$ cat src/rtl/clk_search_pkg.sv
package clk_search_pkg;
  localparam int REF_KHZ = 13000;
  localparam int M_MIN = 1;
  localparam int M_MAX = 63;
  localparam int N_MIN = 2;
  localparam int N_MAX = 7;
  localparam int P_MAX = 7;
  localparam int M_W = $clog2(M_MAX + 1);
  localparam int N_W = $clog2(N_MAX + 1);
  localparam int P_W = $clog2(P_MAX + 1);
  localparam int F_W = 32;
  localparam int NUM_W = $clog2(REF_KHZ * M_MAX + 1);

  // strobes and loop indices from control to datapath
  typedef struct packed {
    logic           load;
    logic           divGo;
    logic           eval;
    logic [M_W-1:0] m;
    logic [N_W-1:0] n;
    logic [P_W-1:0] p;
  } ctrl_t;
endpackage

$ cat src/rtl/clk_search_div.sv
module clk_search_div #(
  parameter int NUM_W = 20,
  parameter int DEN_W = 3,
  parameter int STEPS = 4
) (
  input  logic             clk,
  input  logic             rstN,
  input  logic             go,
  input  logic [NUM_W-1:0] num,
  input  logic [DEN_W-1:0] den,
  output logic [NUM_W-1:0] quo,
  output logic             done
);
  localparam int ROUNDS = (NUM_W + STEPS - 1) / STEPS;
  localparam int PAD_W  = ROUNDS * STEPS;
  localparam int CNT_W  = $clog2(ROUNDS + 1);

  logic [DEN_W-1:0] remR, remV, denR;
  logic [PAD_W-1:0] quoR, quoV;
  logic [CNT_W-1:0] cntR;
  logic             doneR;

  // STEPS restoring iterations per clock
  always_comb begin
    logic [DEN_W:0] trial;
    remV = remR;
    quoV = quoR;
    for (int i = 0; i < STEPS; i++) begin
      trial = {remV, quoV[PAD_W-1]};
      quoV  = quoV << 1;
      if (trial >= {1'b0, denR}) begin
        trial   = trial - {1'b0, denR};
        quoV[0] = 1'b1;
      end
      remV = trial[DEN_W-1:0];
    end
  end

  always_ff @(posedge clk) begin
    if (!rstN) begin
      remR  <= '0;
      quoR  <= '0;
      denR  <= '0;
      cntR  <= '0;
      doneR <= 1'b0;
    end else begin
      doneR <= 1'b0;
      if (go) begin
        remR <= '0;
        quoR <= PAD_W'(num);
        denR <= den;
        cntR <= CNT_W'(ROUNDS);
      end else if (cntR != '0) begin
        remR <= remV;
        quoR <= quoV;
        cntR <= cntR - 1'b1;
        if (cntR == CNT_W'(1)) doneR <= 1'b1;
      end
    end
  end

  assign quo  = quoR[NUM_W-1:0];
  assign done = doneR;
endmodule

$ cat src/rtl/clk_search_ctrl.sv
module clk_search_ctrl
  import clk_search_pkg::*;
(
  input  logic  clk,
  input  logic  rstN,
  input  logic  start,
  input  logic  divDone,
  output ctrl_t ctl,
  output logic  busy,
  output logic  done
);
  typedef enum logic [1:0] {S_IDLE, S_DIV, S_SCAN, S_LAUNCH} state_t;

  state_t         stateR;
  logic [M_W-1:0] mR;
  logic [N_W-1:0] nR;
  logic [P_W-1:0] pR;
  logic           doneR;

  always_ff @(posedge clk) begin
    if (!rstN) begin
      stateR <= S_IDLE;
      mR     <= M_W'(M_MIN);
      nR     <= N_W'(N_MIN);
      pR     <= '0;
      doneR  <= 1'b0;
    end else begin
      doneR <= 1'b0;
      unique case (stateR)
        S_IDLE:   if (start) stateR <= S_DIV;
        S_DIV:    if (divDone) begin
                    stateR <= S_SCAN;
                    pR     <= '0;
                  end
        S_SCAN: begin
          pR <= pR + 1'b1;
          if (pR == P_W'(P_MAX)) begin
            if (nR == N_W'(N_MAX)) begin
              nR <= N_W'(N_MIN);
              if (mR == M_W'(M_MAX)) begin
                mR     <= M_W'(M_MIN);
                stateR <= S_IDLE;
                doneR  <= 1'b1;
              end else begin
                mR     <= mR + 1'b1;
                stateR <= S_LAUNCH;
              end
            end else begin
              nR     <= nR + 1'b1;
              stateR <= S_LAUNCH;
            end
          end
        end
        S_LAUNCH: stateR <= S_DIV;
        default:  stateR <= S_IDLE;
      endcase
    end
  end

  always_comb begin
    ctl.load  = (stateR == S_IDLE) && start;
    ctl.divGo = ((stateR == S_IDLE) && start) || (stateR == S_LAUNCH);
    ctl.eval  = (stateR == S_SCAN);
    ctl.m     = mR;
    ctl.n     = nR;
    ctl.p     = pR;
  end

  assign busy = (stateR != S_IDLE);
  assign done = doneR;
endmodule

$ cat src/rtl/clk_search_dp.sv
module clk_search_dp
  import clk_search_pkg::*;
#(
  parameter int STEPS = 4
) (
  input  logic           clk,
  input  logic           rstN,
  input  ctrl_t          ctl,
  input  logic [F_W-1:0] target,
  output logic           divDone,
  output logic [M_W-1:0] bestM,
  output logic [N_W-1:0] bestN,
  output logic [P_W-1:0] bestP,
  output logic [F_W-1:0] bestFreq
);
  logic [F_W-1:0]   targetR, bestErrR, cand, err;
  logic [NUM_W-1:0] num, quo;

  assign num = NUM_W'(ctl.m) * NUM_W'(REF_KHZ);

  clk_search_div #(.NUM_W(NUM_W), .DEN_W(N_W), .STEPS(STEPS)) u_div (
    .clk(clk), .rstN(rstN), .go(ctl.divGo), .num(num), .den(ctl.n),
    .quo(quo), .done(divDone)
  );

  // floor(floor(a/n)/2^p) == floor(a/(n*2^p))
  assign cand = F_W'(quo >> ctl.p);
  assign err  = (cand > targetR) ? (cand - targetR) : (targetR - cand);

  always_ff @(posedge clk) begin
    if (!rstN) begin
      targetR  <= '0;
      bestErrR <= '1;
      bestM    <= '0;
      bestN    <= '0;
      bestP    <= '0;
      bestFreq <= '0;
    end else if (ctl.load) begin
      targetR  <= target;
      bestErrR <= '1;
    end else if (ctl.eval && (err < bestErrR)) begin
      bestErrR <= err;
      bestM    <= ctl.m;
      bestN    <= ctl.n;
      bestP    <= ctl.p;
      bestFreq <= cand;
    end
  end
endmodule

$ cat src/rtl/clk_div_search.sv
module clk_div_search
  import clk_search_pkg::*;
#(
  parameter int STEPS = 4
) (
  input  logic        clk,
  input  logic        rst_n,
  input  logic        start,
  input  logic [31:0] target_khz,
  output logic        busy,
  output logic        done,
  output logic [5:0]  best_m,
  output logic [2:0]  best_n,
  output logic [2:0]  best_p,
  output logic [31:0] best_freq
);
  ctrl_t ctl;
  logic  divDone;

  clk_search_ctrl u_ctrl (
    .clk(clk), .rstN(rst_n), .start(start), .divDone(divDone),
    .ctl(ctl), .busy(busy), .done(done)
  );

  clk_search_dp #(.STEPS(STEPS)) u_dp (
    .clk(clk), .rstN(rst_n), .ctl(ctl), .target(target_khz),
    .divDone(divDone), .bestM(best_m), .bestN(best_n), .bestP(best_p),
    .bestFreq(best_freq)
  );
endmodule

$ cat config.mk
export PLATFORM = sky130hd
export DESIGN_NAME = clk_div_search
export DESIGN_NICKNAME = d
export VERILOG_FILES = /design/src/rtl/clk_search_pkg.sv /design/src/rtl/clk_search_div.sv /design/src/rtl/clk_search_ctrl.sv /design/src/rtl/clk_search_dp.sv /design/src/rtl/clk_div_search.sv
export SDC_FILE = /design/constraint.sdc
export NUM_CORES = 1
export LEC_CHECK = 0
export CAP_MARGIN = 20
export CORE_UTILIZATION = 50
export CTS_CLUSTER_DIAMETER = 30
export CTS_CLUSTER_SIZE = 8
export DETAILED_ROUTE_END_ITERATION = 10
export PLACE_DENSITY_LB_ADDON = 0.05
export SLEW_MARGIN = 20
export SYNTH_ARGS = -nofsm -noshare
export SYNTH_HDL_FRONTEND = slang
export SYNTH_SLANG_ARGS = --single-unit
$ cat constraint.sdc
create_clock -name clk -period 7.01 [get_ports clk]
set_clock_uncertainty 0.05 [all_clocks]
set_input_delay 0.701 -clock clk [delete_from_list [all_inputs] [get_ports clk]]
set_output_delay 0.701 -clock clk [all_outputs]
set_load 0.005 [all_outputs]
==> impl_metrics.ini <==
[finish]
design_area_um2 = 12400
drive_gt1_share_pct = 6.09
n_fill_cell = 1996
fin_util_pct = 58.5
multi_input_area_um2 = 7230
regArea_um2 = 2820
syn_to_final_growth_pct = 13.8
finalNetCount = 1590
diodes = 0

[logic_synthesis]
postSynthAreaPerCell_um2 = 7.90
syn_inst = 1377
seq_area_frac_synth_pct = 26.0
synth-seq-cells = 141
yosys_warnings = 0
synth_edf_count = 0
synthMostInstantiatedCell = nand2_1
synth_area_leaders = dfxtp_1 26%, ha_1 14%, nand2_1 7.5%, inv_1 4.6%, a21boi_0 3.9%
yosys-top-cells-count = 216 x nand2_1, 141 x dfxtp_1, 132 x inv_1
yosys.area.top_type_share_pct = 26.0
syn_area_um2 = 10900
synthFlopType = dfxtp_1
yosys.area.top_type = dfxtp_1
async_flop_share_pct = 0
synth.distinct_cells = 69

[global_route]
grt.overflow.total = 0
grt_pass1_vias = 8932
grt_pass1_wl_um = 45800
track_usage_pct = 26.3
grt_max_degree = 60
grt_antenna_before_repair = 0

[worst_setup_path]
crit_type = register to register
cp-start-kind = register
crit_path_max_fanout = 26
slowest_delay_ns = 0.41
r2r_cells = 29
crit_arrival_ns = 6.73
cp_common_cell = o21ai_0
required_ns = 7.28
cp_slowest_cell = or3_1
end_kind = register

[floorplanning]
die_area_um2 = 22300
core_um2 = 21200
initial_utilization_pct = 51.4
rows = 53
die_w_um = 149
io_pins = 81
die_y_um = 149

[timing]
maxSlewHeadroom_pct = 30.5
rsz0062_at_grt = no
tightestPinTransition_ns = 1.04
period_share_pct = 92.1
min_period_ns = 6.46
drv_slew = 0
setup_tns_ns = 0
max_freq_mhz = 155
setup_viol = 0
hold_viol_final = 0

[detailed_routing]
drc_errors = 0
route.vias.total = 9407
wire_per_inst_um = 16.6
vias_per_cell = 5.52
first_pass_iters = 5
ant_nets = 0
drtIter0Drc = 571
wl_um = 28300

[cts]
cts_sinks = 141
root_buffer = clkbuf_16
cts-buffers-inserted = 17
path_clk_slew_ns = 0.06
cts_setup_buffers = 0
cts.path.max_buffers = 2
cts_tree = built
insertion_delay_ns = 0.44
htreeDepth = 4

[min_path]
min_path_type = register to register
hold_depth = 1

[place]
gp_congestion = 0.922
io_buffer_count = 68
hpwl_um = 22000
placed_area_um2 = 11800

[job]
drv_cap = 0

[pwr]
power_leakage_nw = 5.66
power_density_nw_per_um2 = 400
irDropWorstVdd_mv = 0.265

[status]
outcome = complete, no violations
==> sequential cells by signal, indices dropped and copies added, names as in the netlist, 2 cells and up <==
| name | flops |
|---|---|
| u_dp.bestP | 3 |
| u_ctrl.nR | 3 |
| u_ctrl.mR | 6 |
| u_dp.bestErrR | 32 |
| u_dp.bestFreq | 20 |
| u_dp.u_div.denR | 3 |
| u_dp.u_div.quo | 20 |
| u_dp.bestN | 3 |
| u_dp.u_div.remR | 3 |
| u_ctrl.pR | 3 |
| u_dp.bestM | 6 |
| u_dp.targetR | 32 |
| u_dp.u_div.cntR | 3 |
| u_ctrl.stateR | 2 |
==> stage by stage <==
step | std cells | setup slack [ns] | hold WS (ns) | power, mW
after floorplan | 1388 | 0.867 | 0.386 | 3.26
after global placement | 1672 | 0.313 | 0.393 | 4.00
after detailed placement | 1672 | 0.242 | 0.401 | 4.00
after CTS | 1704 | 0.126 | 0.416 | 4.95
after global routing | 1704 | 0.000398 | 0.422 | 5.36
final | 1704 | 0.553 | 0.411 | 4.95
==> logic make-up after synthesis <==
logic type               count (synthesis)  share of synthesized area [%]
flip-flops                             141                           26.0
buffers and inverters                  217                           8.07
adder cells (fa/ha/maj)                139                           17.0
multiplexers                            53                           5.25
other                                    1                         0.0345
AO/OA/AOI/OAI                          339                           21.9
AND/OR/NAND/NOR                        444                           18.3
XOR/XNOR                                43                           3.46
==> final cells by class <==
type | instances | area share, %
sequential | 141 | 22.8
multi-input combinational | 1030 | 58.4
inverter | 134 | 4.09
clock inverter | 13 | 1.26
clock buffer | 19 | 3.50
tap | 275 | 2.78
timing repair buffer | 92 | 7.18
==> worst paths after layout <==
kind                                                  endpoint  slack (ns)                          start
worst min-delay path             u_dp.bestErrR[4]$_SDFFE_PP1P_        0.41  u_dp.bestErrR[4]$_SDFFE_PP1P_
worst max-delay path            u_dp.bestErrR[19]$_SDFFE_PP1P_        0.55      u_ctrl.pR[0]$_SDFFE_PN0P_
worst max register to register  u_dp.bestErrR[19]$_SDFFE_PP1P_        0.55      u_ctrl.pR[0]$_SDFFE_PN0P_
worst min register to register   u_dp.bestErrR[4]$_SDFFE_PP1P_        0.41  u_dp.bestErrR[4]$_SDFFE_PP1P_
==> layer usage <==
metal | global-route usage, % | share of wire [%] | vias to the layer above | wire length, µm
li1 | - | - | 4787 | -
met1 | 32.9 | 45 | 4431 | 12800
met2 | 46.4 | 50 | 168 | 14200
met3 | 4.54 | 3.4 | 21 | 950
met4 | 6.48 | 1.1 | 0 | 325
met5 | 0 | 0 | - | 0
==> repair_timing <==
| action | CTS | global route |
|---|---|---|
| setup endpoints to repair | 0 | 62 |
| hold buffers | 0 | 0 |
| gates resized for setup | 0 | 5 |
==> power breakdown <==
group | internal, mW | total (mW) | switching (mW)
Combinational | 1.19 | 3.01 | 1.82
Clock | 0.534 | 0.923 | 0.390
Sequential | 0.909 | 1.02 | 0.115
Total | 2.63 | 4.95 | 2.32
==> worst max-delay path: cells and delay by family, from the launching register on <==
family | cells | cell delay [ns]
AOI/OAI and AO/OA | 11 | 2.13
and+or+nand+nor | 6 | 1.29
buffers and inverters | 7 | 1.23
adders and majority gates | 3 | 0.79
DFF | 1 | 0.40
muxes | 1 | 0.25
xor gates and xnor gates | 1 | 0.18
==> layout by cell type, fill, tap and decap left out, types with 5 or more instances in the layout <==
cell             Yosys  final
nand2_1            216    216
dfxtp_1            141    140
inv_1              132    132
ha_1               124    124
nor2_1              96     95
a21oi_1             78     78
clkdlybuf4s50_1      0     67
a21boi_0            56     56
mux2i_1             39     39
o21ai_0             33     33
a21o_1              27     27
xnor2_1             26     26
o22a_1              26     26
nand3_1             25     25
nor3_1              20     20
buf_4               12     20
xor2_1              17     17
nor3b_1             17     17
clkbuf_16            0     17
fa_1                15     15
a211oi_1            14     14
nor2b_1             15     14
o21a_1              12     12
mux2_2              12     12
o211a_1             12     12
conb_1               1     12
nand4_1             11     11
o211ai_1            11     11
o21bai_1            11     11
a31oi_1             11     11
nand2b_1             9      9
and2_1               8      8
and3_1               7      7
a211o_1              5      5
Power figures use the tool's default switching activity.
